File: config.mk
export PLATFORM = sky130hd
export DESIGN_NAME = tret_unit
export DESIGN_NICKNAME = d
export VERILOG_FILES = /design/src/rtl/tret_pkg.sv /design/src/rtl/tret_ctrl.sv /design/src/rtl/tret_dpath.sv /design/src/rtl/tret_unit.sv
export SDC_FILE = /design/constraint.sdc
export NUM_CORES = 1
export LEC_CHECK = 0
export ABC_AREA = 1
export CORE_MARGIN = 5
export CORE_UTILIZATION = 30
export DETAILED_ROUTE_END_ITERATION = 8
export HOLD_SLACK_MARGIN = 0.02
export MAX_ROUTING_LAYER = met4
export PLACE_DENSITY = 0.66
export RECOVER_POWER = 100
export REMOVE_ABC_BUFFERS = 1
export SETUP_SLACK_MARGIN = 0.05
export SYNTH_ARGS = -nofsm -noshare
export SYNTH_HDL_FRONTEND = slang
export SYNTH_SLANG_ARGS = --single-unit
File: constraint.sdc
create_clock -name clk -period 0.8 [get_ports clk]
set_input_delay 0.08 -clock clk [delete_from_list [all_inputs] [get_ports clk]]
set_output_delay 0.08 -clock clk [all_outputs]
set_load 0.05 [all_outputs]
File: src/rtl/tret_pkg.sv
package tret_pkg;
  localparam logic [1:0] PRIV_U = 2'b00;
  localparam logic [1:0] PRIV_S = 2'b01;
  localparam logic [1:0] PRIV_M = 2'b11;

  localparam int unsigned CODE_W = 5;
  localparam logic [CODE_W-1:0] EXC_FETCH_MISALIGN = 5'd0;
  localparam logic [CODE_W-1:0] EXC_ILLEGAL        = 5'd2;
  localparam logic [CODE_W-1:0] EXC_VIRT_INSN      = 5'd22;

  // strobes from the decision logic to the state datapath
  typedef struct packed {
    logic commit;     // legal return: load the new state
    logic isMret;     // which return is being committed
    logic hvRestore;  // restore virtualization from the saved bit
  } tret_strobe_t;
endpackage

File: src/rtl/tret_ctrl.sv
module tret_ctrl
  import tret_pkg::*;
#(
  parameter int unsigned PMP_CNT_W = 5
) (
  input  logic                 clk,
  input  logic                 rstN,
  input  logic                 reqValid,
  input  logic                 isMret,
  input  logic [1:0]           curPriv,
  input  logic                 curVirt,
  input  logic                 extC,
  input  logic                 extH,
  input  logic                 pmpOn,
  input  logic [PMP_CNT_W-1:0] pmpRuleCnt,
  input  logic                 tsrIn,
  input  logic                 vtsrIn,
  input  logic [1:0]           mppIn,
  input  logic [1:0]           sepcLow,
  input  logic [1:0]           mepcLow,
  output tret_strobe_t         stb,
  output logic                 excValid,
  output logic [CODE_W-1:0]    excCode
);
  logic              fault;
  logic [CODE_W-1:0] faultCode;
  logic [1:0]        pcLow;
  logic              misaligned;

  assign pcLow      = isMret ? mepcLow : sepcLow;
  assign misaligned = !extC && (pcLow != 2'b00);

  // ordered legality checks; first hit wins
  always_comb begin
    fault     = 1'b0;
    faultCode = EXC_ILLEGAL;
    if (!isMret) begin
      if (curPriv < PRIV_S) begin
        fault = 1'b1;
      end else if (misaligned) begin
        fault     = 1'b1;
        faultCode = EXC_FETCH_MISALIGN;
      end else if (tsrIn && curPriv != PRIV_M) begin
        fault = 1'b1;
      end else if (extH && curVirt && vtsrIn) begin
        fault     = 1'b1;
        faultCode = EXC_VIRT_INSN;
      end
    end else begin
      if (curPriv != PRIV_M) begin
        fault = 1'b1;
      end else if (misaligned) begin
        fault     = 1'b1;
        faultCode = EXC_FETCH_MISALIGN;
      end else if (pmpOn && pmpRuleCnt == '0 && mppIn != PRIV_M) begin
        fault = 1'b1;
      end
    end
  end

  assign stb.commit    = reqValid && !fault;
  assign stb.isMret    = isMret;
  assign stb.hvRestore = extH && (isMret || !curVirt);

  always_ff @(posedge clk or negedge rstN) begin
    if (!rstN) begin
      excValid <= 1'b0;
      excCode  <= '0;
    end else begin
      excValid <= reqValid && fault;
      if (reqValid && fault) excCode <= faultCode;
    end
  end

  p_sret_low_priv_r1: assert property (@(posedge clk) disable iff (!rstN)
    reqValid && !isMret && curPriv == PRIV_U |=> excValid && excCode == EXC_ILLEGAL);

  p_mret_low_priv_r2: assert property (@(posedge clk) disable iff (!rstN)
    reqValid && isMret && curPriv != PRIV_M |=> excValid && excCode == EXC_ILLEGAL);

  p_mret_misalign_r3: assert property (@(posedge clk) disable iff (!rstN)
    reqValid && isMret && curPriv == PRIV_M && !extC && mepcLow != 2'b00
    |=> excValid && excCode == EXC_FETCH_MISALIGN);

  p_no_rules_r9: assert property (@(posedge clk) disable iff (!rstN)
    reqValid && isMret && curPriv == PRIV_M && (extC || mepcLow == 2'b00) &&
    pmpOn && pmpRuleCnt == '0 && mppIn != PRIV_M
    |=> excValid && excCode == EXC_ILLEGAL);

  p_exc_from_req_r11: assert property (@(posedge clk) disable iff (!rstN)
    excValid |-> $past(reqValid));
endmodule

File: src/rtl/tret_dpath.sv
module tret_dpath
  import tret_pkg::*;
#(
  parameter int unsigned XLEN = 32
) (
  input  logic            clk,
  input  logic            rstN,
  input  tret_strobe_t    stb,
  input  logic            curVirt,
  input  logic            sieIn,
  input  logic            spieIn,
  input  logic            sppIn,
  input  logic            mieIn,
  input  logic            mpieIn,
  input  logic [1:0]      mppIn,
  input  logic            mpvIn,
  input  logic            spvIn,
  input  logic [XLEN-1:0] sepc,
  input  logic [XLEN-1:0] mepc,
  output logic            doneValid,
  output logic [XLEN-1:0] retPc,
  output logic [1:0]      newPriv,
  output logic            newVirt,
  output logic            sieOut,
  output logic            spieOut,
  output logic            sppOut,
  output logic            mieOut,
  output logic            mpieOut,
  output logic [1:0]      mppOut,
  output logic            mpvOut,
  output logic            spvOut,
  output logic            swapNeeded
);
  logic [XLEN-1:0] nPc;
  logic [1:0]      nPriv, nMpp;
  logic            nVirt, nSie, nSpie, nSpp, nMie, nMpie, nMpv, nSpv, nSwap;

  always_comb begin
    nSie  = sieIn;  nSpie = spieIn; nSpp = sppIn;
    nMie  = mieIn;  nMpie = mpieIn; nMpp = mppIn;
    nMpv  = mpvIn;  nSpv  = spvIn;
    nVirt = curVirt;
    nSwap = 1'b0;
    if (stb.isMret) begin
      nPc   = mepc;
      nPriv = mppIn;
      nMie  = mpieIn;
      nMpie = 1'b1;
      nMpp  = PRIV_U;
      nMpv  = 1'b0;
      if (stb.hvRestore) begin
        nVirt = mpvIn;
        nSwap = mpvIn;
      end
    end else begin
      nPc   = sepc;
      nPriv = {1'b0, sppIn};
      nSie  = spieIn;
      nSpie = 1'b1;
      nSpp  = 1'b0;
      if (stb.hvRestore) begin
        nVirt = spvIn;
        nSpv  = 1'b0;
        nSwap = spvIn;
      end
    end
  end

  always_ff @(posedge clk or negedge rstN) begin
    if (!rstN) begin
      doneValid  <= 1'b0;
      swapNeeded <= 1'b0;
      retPc      <= '0;
      newPriv    <= PRIV_U;
      newVirt    <= 1'b0;
      sieOut     <= 1'b0;
      spieOut    <= 1'b0;
      sppOut     <= 1'b0;
      mieOut     <= 1'b0;
      mpieOut    <= 1'b0;
      mppOut     <= PRIV_U;
      mpvOut     <= 1'b0;
      spvOut     <= 1'b0;
    end else begin
      doneValid  <= stb.commit;
      swapNeeded <= stb.commit && nSwap;
      if (stb.commit) begin
        retPc   <= nPc;
        newPriv <= nPriv;
        newVirt <= nVirt;
        sieOut  <= nSie;
        spieOut <= nSpie;
        sppOut  <= nSpp;
        mieOut  <= nMie;
        mpieOut <= nMpie;
        mppOut  <= nMpp;
        mpvOut  <= nMpv;
        spvOut  <= nSpv;
      end
    end
  end

  p_hold_state_r11: assert property (@(posedge clk) disable iff (!rstN)
    !doneValid |-> $stable(retPc) && $stable(newPriv) && $stable(newVirt) && $stable(mppOut));

  p_sret_fields_r6: assert property (@(posedge clk) disable iff (!rstN)
    doneValid && !$past(stb.isMret) |-> spieOut && !sppOut);

  p_mret_fields_r8: assert property (@(posedge clk) disable iff (!rstN)
    doneValid && $past(stb.isMret) |-> mpieOut && !mpvOut && mppOut == PRIV_U);

  p_swap_with_commit_r7: assert property (@(posedge clk) disable iff (!rstN)
    swapNeeded |-> doneValid);
endmodule

File: src/rtl/tret_unit.sv
module tret_unit
  import tret_pkg::*;
#(
  parameter int unsigned XLEN      = 32,
  parameter int unsigned PMP_CNT_W = 5
) (
  input  logic                 clk,
  input  logic                 rstN,
  input  logic                 reqValid,
  input  logic                 isMret,
  input  logic [1:0]           curPriv,
  input  logic                 curVirt,
  input  logic                 extC,
  input  logic                 extH,
  input  logic                 pmpOn,
  input  logic [PMP_CNT_W-1:0] pmpRuleCnt,
  input  logic                 sieIn,
  input  logic                 spieIn,
  input  logic                 sppIn,
  input  logic                 mieIn,
  input  logic                 mpieIn,
  input  logic [1:0]           mppIn,
  input  logic                 mpvIn,
  input  logic                 tsrIn,
  input  logic                 spvIn,
  input  logic                 vtsrIn,
  input  logic [XLEN-1:0]      sepc,
  input  logic [XLEN-1:0]      mepc,
  output logic                 doneValid,
  output logic [XLEN-1:0]      retPc,
  output logic [1:0]           newPriv,
  output logic                 newVirt,
  output logic                 sieOut,
  output logic                 spieOut,
  output logic                 sppOut,
  output logic                 mieOut,
  output logic                 mpieOut,
  output logic [1:0]           mppOut,
  output logic                 mpvOut,
  output logic                 spvOut,
  output logic                 swapNeeded,
  output logic                 excValid,
  output logic [CODE_W-1:0]    excCode
);
  tret_strobe_t stb;

  tret_ctrl #(.PMP_CNT_W(PMP_CNT_W)) ctrl_i (
    .clk(clk), .rstN(rstN), .reqValid(reqValid), .isMret(isMret),
    .curPriv(curPriv), .curVirt(curVirt), .extC(extC), .extH(extH),
    .pmpOn(pmpOn), .pmpRuleCnt(pmpRuleCnt), .tsrIn(tsrIn), .vtsrIn(vtsrIn),
    .mppIn(mppIn), .sepcLow(sepc[1:0]), .mepcLow(mepc[1:0]),
    .stb(stb), .excValid(excValid), .excCode(excCode)
  );

  tret_dpath #(.XLEN(XLEN)) dpath_i (
    .clk(clk), .rstN(rstN), .stb(stb), .curVirt(curVirt),
    .sieIn(sieIn), .spieIn(spieIn), .sppIn(sppIn), .mieIn(mieIn),
    .mpieIn(mpieIn), .mppIn(mppIn), .mpvIn(mpvIn), .spvIn(spvIn),
    .sepc(sepc), .mepc(mepc),
    .doneValid(doneValid), .retPc(retPc), .newPriv(newPriv), .newVirt(newVirt),
    .sieOut(sieOut), .spieOut(spieOut), .sppOut(sppOut), .mieOut(mieOut),
    .mpieOut(mpieOut), .mppOut(mppOut), .mpvOut(mpvOut), .spvOut(spvOut),
    .swapNeeded(swapNeeded)
  );

  p_one_outcome_r11: assert property (@(posedge clk) disable iff (!rstN)
    !(excValid && doneValid));
endmodule

==> Word-level counts from Yosys, hierarchy flattened <==
Index checks and enable logic that the tools add are counted.
{ "word_totals": {"reg_bits": 52, "in_bits": 90, "output_inout_bits": 52, "elab_cells": 67} }
{ "classes": {"n_lt_le_gt_ge": 1, "n_eq_ne": 2, "n_mux": 33, "n_reduce_logical": 16} }
{ "ops": {"columns": ["op", "count"], "rows": [
  ["two-way mux 32 bit", 1],
  ["two-way mux 5 bit", 6],
  ["two-way mux 1 bit", 22],
  ["logical AND 1 bit", 10],
  ["two-way mux 2 bit", 4],
  ["zero test 5 bit", 1],
  ["!= test 2 bit (second input constant)", 2],
  ["zero test 1 bit", 3],
  ["less-than comparator 2 x 1 -> 1 bit (second input constant)", 1],
  ["nonzero test 2 bit", 1],
  ["logical OR 1 bit", 1]
]} }

==> Depth between registers and ports, before layout <==
{ "depth": {"ltp_word": 10, "depth_mapped": 11, "ltp_nobuf": 10} }

==> By module <==
From an unflattened synthesis, not the netlist that was laid out.
{ "unflattened": {"cells_unflattened": 291, "area_unflattened_um2": 2301.0} }
{ "by_module_without_submodules": {"columns": ["module", "n_inst", "cells_per_inst", "area_each_um2", "seq_area_each_um2"], "rows": [
  ["tret_dpath", 1, 237, 1989.4, 1151.1],
  ["tret_ctrl", 1, 54, 311.5, 75.1]
]} }

==> Worst setup path before layout <==
Ideal clock, no wire load.
{ "synth_path": {"kind": "input -> register", "from": "in isMret", "to": "reg dpath_i.retPc[11]", "setup_ps": 119, "t_arrival_ps": 1020, "required_time_ps": 681, "setup_slack_ps": -339, "cell_stages": 10, "n_path_buf": 3, "cell_sequence": "buf_6 inv_2 buf_6 nor2_4 nand2_1 nand2_4 nand3_4 buf_6 nand2_1 nand2_1"} }
{ "synth_via": {"elab_chain_len": 8, "word_cells_on_any_way": 11, "cone_classes": "7 x mux; 4 x reduce/logical"} }
{ "synth_lines": {"columns": ["item", "line_no", "text"], "rows": [
  ["start: declaration", "tret_unit.sv:10", "input logic isMret,"],
  ["two-way mux 2 bit", "tret_ctrl.sv:30", "assign pcLow = isMret ? mepcLow : sepcLow;"],
  ["nonzero test 2 bit", "tret_ctrl.sv:31", "assign misaligned = !extC && (pcLow != 2'b00);"],
  ["logical AND 1 bit", "tret_ctrl.sv:31", null],
  ["two-way mux 1 bit (on tied branches)", "tret_ctrl.sv:40, tret_ctrl.sv:52", null],
  ["two-way mux 1 bit (on tied branches)", "tret_ctrl.sv:38, tret_ctrl.sv:50", null],
  ["two-way mux 1 bit", "tret_ctrl.sv:37", "if (!isMret) begin"],
  ["zero test 1 bit", "tret_ctrl.sv:61", "assign stb.commit = reqValid && !fault;"],
  ["logical AND 1 bit", "tret_ctrl.sv:61", null],
  ["end signal: assignment", "tret_dpath.sv:88", "retPc <= nPc;"],
  ["end: declaration", "tret_dpath.sv:21", "output logic [XLEN-1:0] retPc,"]
]} }
Several ways; a longest one is shown, not always the timed one.
A chain may end at the register's enable or synchronous reset.

==> Worst setup path in the final report <==
{ "layout_path": {"from": "in isMret", "to": "reg dpath_i.retPc[13]"} }
Same word-level chain as after synthesis.

==> results.toml <==
[layout]
fill_cells = 725
finish.utilization = 0.666
stdcell_area_sq_um = 6060
most-common-layout-cells = "nand2_1 (144), clkdlybuf4s50_1 (67), buf_4 (61), buf_12 (61), nand4_1 (46)"
area_growth_pct = 119
nets = 681
final_common_cell = "nand2_1"
layout-drive-gt1-share = 0.436
diodes = 0
multi_input_area_sq_um = 1580
seq_area_sq_um = 1240

[clock_network]
cts_htree_levels = 2
clkSinkCount = 49
clkTransAtPathRegs_ns = 0.10
numCtsBuffers = 5
clk_path_buf_depth = 2
cts_tree = "built"
clockRootBuffer = "clkbuf_8"
clk_latency_ns = 0.30

[setup_path]
end_kind = "flip-flop"
cp_cell_sequence = "buf_12 > clkinv_8 > nand2_4 > nand2_4 > nand2_4 > a21oi_4 > nand3_4 > buf_12 > clkbuf_16 > nand2_2 > nand2_1"
worst_path_max_delay_cell = "a21oi_4"
reg2reg_depth = 4
slowest_delay_ns = 0.19
r2r-end = "dpath_i.mieOut"
arrival_ns = 1.25
crit_required_ns = 1.00
crit_path_max_fanout = 7
rrSetupSlack_ns = -0.11
start_kind = "primary input"
critical_path.most_common_cell = "nand2_4"
critPathKind = "in2reg"
r2r-start = "dpath_i.mieOut"

[global_routing]
grt_pass1_vias = 3395
grtUsageMet3 = 0.0461
gr-max-usage-layer = "met2"
grt_pass1_wl_um = 16600
use_met1 = 0.210
grt_usage = 0.189
gr-usage-met2 = 0.336
grt_antenna_before_repair = 0
grt_max_degree = 50
grt_overflow = 0

[floorplanning]
rows = 35
io_pins = 142
chipHeight_um = 106
die_area_sq_um = 11200
core_sq_um = 9110
die_w_um = 106
initial_utilization = 0.304

[placed_design]
dpl_worst_slack_ns = -0.797
portBuffers = 139
dpl-instance-area_sq_um = 4840
dp_hpwl_um = 6780
place_congestion = 0.790

[detailed_routing]
first_pass_iters = 4
vias_per_cell = 4.73
drc = 0
wl_per_cell_um = 15.8
dr_total_vias = 3325
postRouteWirelength_um = 11100
drtIter0Drc = 111
ant_nets = 0

[timing]
final-max-slew-violation-count = 0
hold_viol_final = 0
final.min_clock_period_ns = 1.05
finalSetupViolCount = 99
final.setup.worst_slack_ns = -0.245
clock_skew_ns = 0
rsz0062_at_grt = "yes"
fin_crit_sh = 1.31
fmax_mhz = 957

[job]
maxCapViolations = 0

[synth]
netlist_area_sq_um = 2770
ys_warn_count = 0
syn-instance-count = 385
synth_seq_cells = 49
synthFlopType = "dfrtp_1"
postSynth.asyncResetShare = 1.00
synth_area_per_cell_sq_um = 7.19
ys_seq_area_frac = 0.443
synth_edf_count = 0
synthDistinctLibCells = 23

[power_and_ir_drop]
p_per_area_nw_per_um2 = 2190
leakagePower_uw = 0.00303
ir_worst_vdd_uv = 1070

[worst_hold_path]
holdPathEnd = "dpath_i.mppOut[0]"
hold_class = "in2reg"
min_from = "mppIn[0]"
hold_depth = 5

[status]
violations = "setup timing"
status = "finished with violations"
where the power goes:
part	switching, uW	total (uW)	internal (uW)
Sequential	672	3730	3050
Combinational	3700	7660	3960
Clock	860	1880	1020
Total	5230	13300	8030
Yosys cell counts (3+ instances only):
cell | n | area [sq um]
clkbuf_1 | 12 | 45.0
buf_2 | 4 | 20.0
nand4_1 | 46 | 288
buf_6 | 11 | 124
o21ai_0 | 3 | 15.0
nand2_1 | 211 | 792
nor2_1 | 8 | 30.0
inv_1 | 23 | 86.3
dfrtp_1 | 49 | 1230
buf_4 | 3 | 22.5
nand3_1 | 3 | 15.0
registers in the layout, summed over array words and instances (netlist names), 2 cells and up:
register and flops:
dpath_i.mppOut 2, dpath_i.newPriv 2, dpath_i.retPc 32, ctrl_i.excCode 2
critical path, delay by kind of cell:
family | cells | cell delay [ns]
compound gates | 1 | 0.19
buf+inv | 4 | 0.52
simple gates | 6 | 0.43
cell type report:
| cell class | count | share of cell area |
|---|---|---|
| flip-flops and latches | 49 | 0.204 |
| multi-input cells | 283 | 0.261 |
| clock inverters | 2 | 0.00619 |
| clock buffers | 6 | 0.0136 |
| inverters | 24 | 0.0177 |
| well taps | 111 | 0.0229 |
| repair buffers | 228 | 0.475 |
metrics by stage:
stage	TNS [ns]	cells	total power, uW	hold WS (ns)
2_1_floorplan	-64.72	356	6150	-0.216
3_5_place_dp	-36.68	633	9890	0.0889
4_1_cts	-17.80	687	12600	0.126
6_report	-18.46	703	13300	0.138
5_1_grt	-24.23	703	13800	0.155
3_3_place_gp	-34.37	633	9800	0.0875
layer usage:
metal / routed length [um] / part of all wire
met1: 4410 / 0.40
met2: 5760 / 0.52
met3: 691 / 0.062
met4: 221 / 0.020
met5: 0 / 0
cell families after synthesis:
logic type / Yosys count / share of synthesized area
other cells: 1 / 0.00135
buf+inv: 54 / 0.109
simple gates: 273 / 0.425
flops: 49 / 0.443
compound gates: 8 / 0.0217
timing repair:
action / in CTS / in global routing
cloned: 9 / 3
hold buffers: 1 / 0
resized for setup: 125 / 86
endpoints found under the hold margin: 49 / 0
pin swaps: 29 / 16
setup buffers: 36 / 16
endpoints found under the setup margin: 99 / 99
how the worst max path moves through the flow:
stage                             end              start  cells past startpoint
finish              dpath_i.retPc[13]             isMret                     11
global route        dpath_i.retPc[13]            mepc[1]                     11
CTS                        excCode[2]  ctrl_i.excCode[2]                      1
detailed placement  ctrl_i.excCode[2]         curPriv[0]                      8
global placement    ctrl_i.excCode[2]            mepc[0]                      9
floorplan              dpath_i.mieOut             isMret                      8
Power figures use the tool's default switching activity.
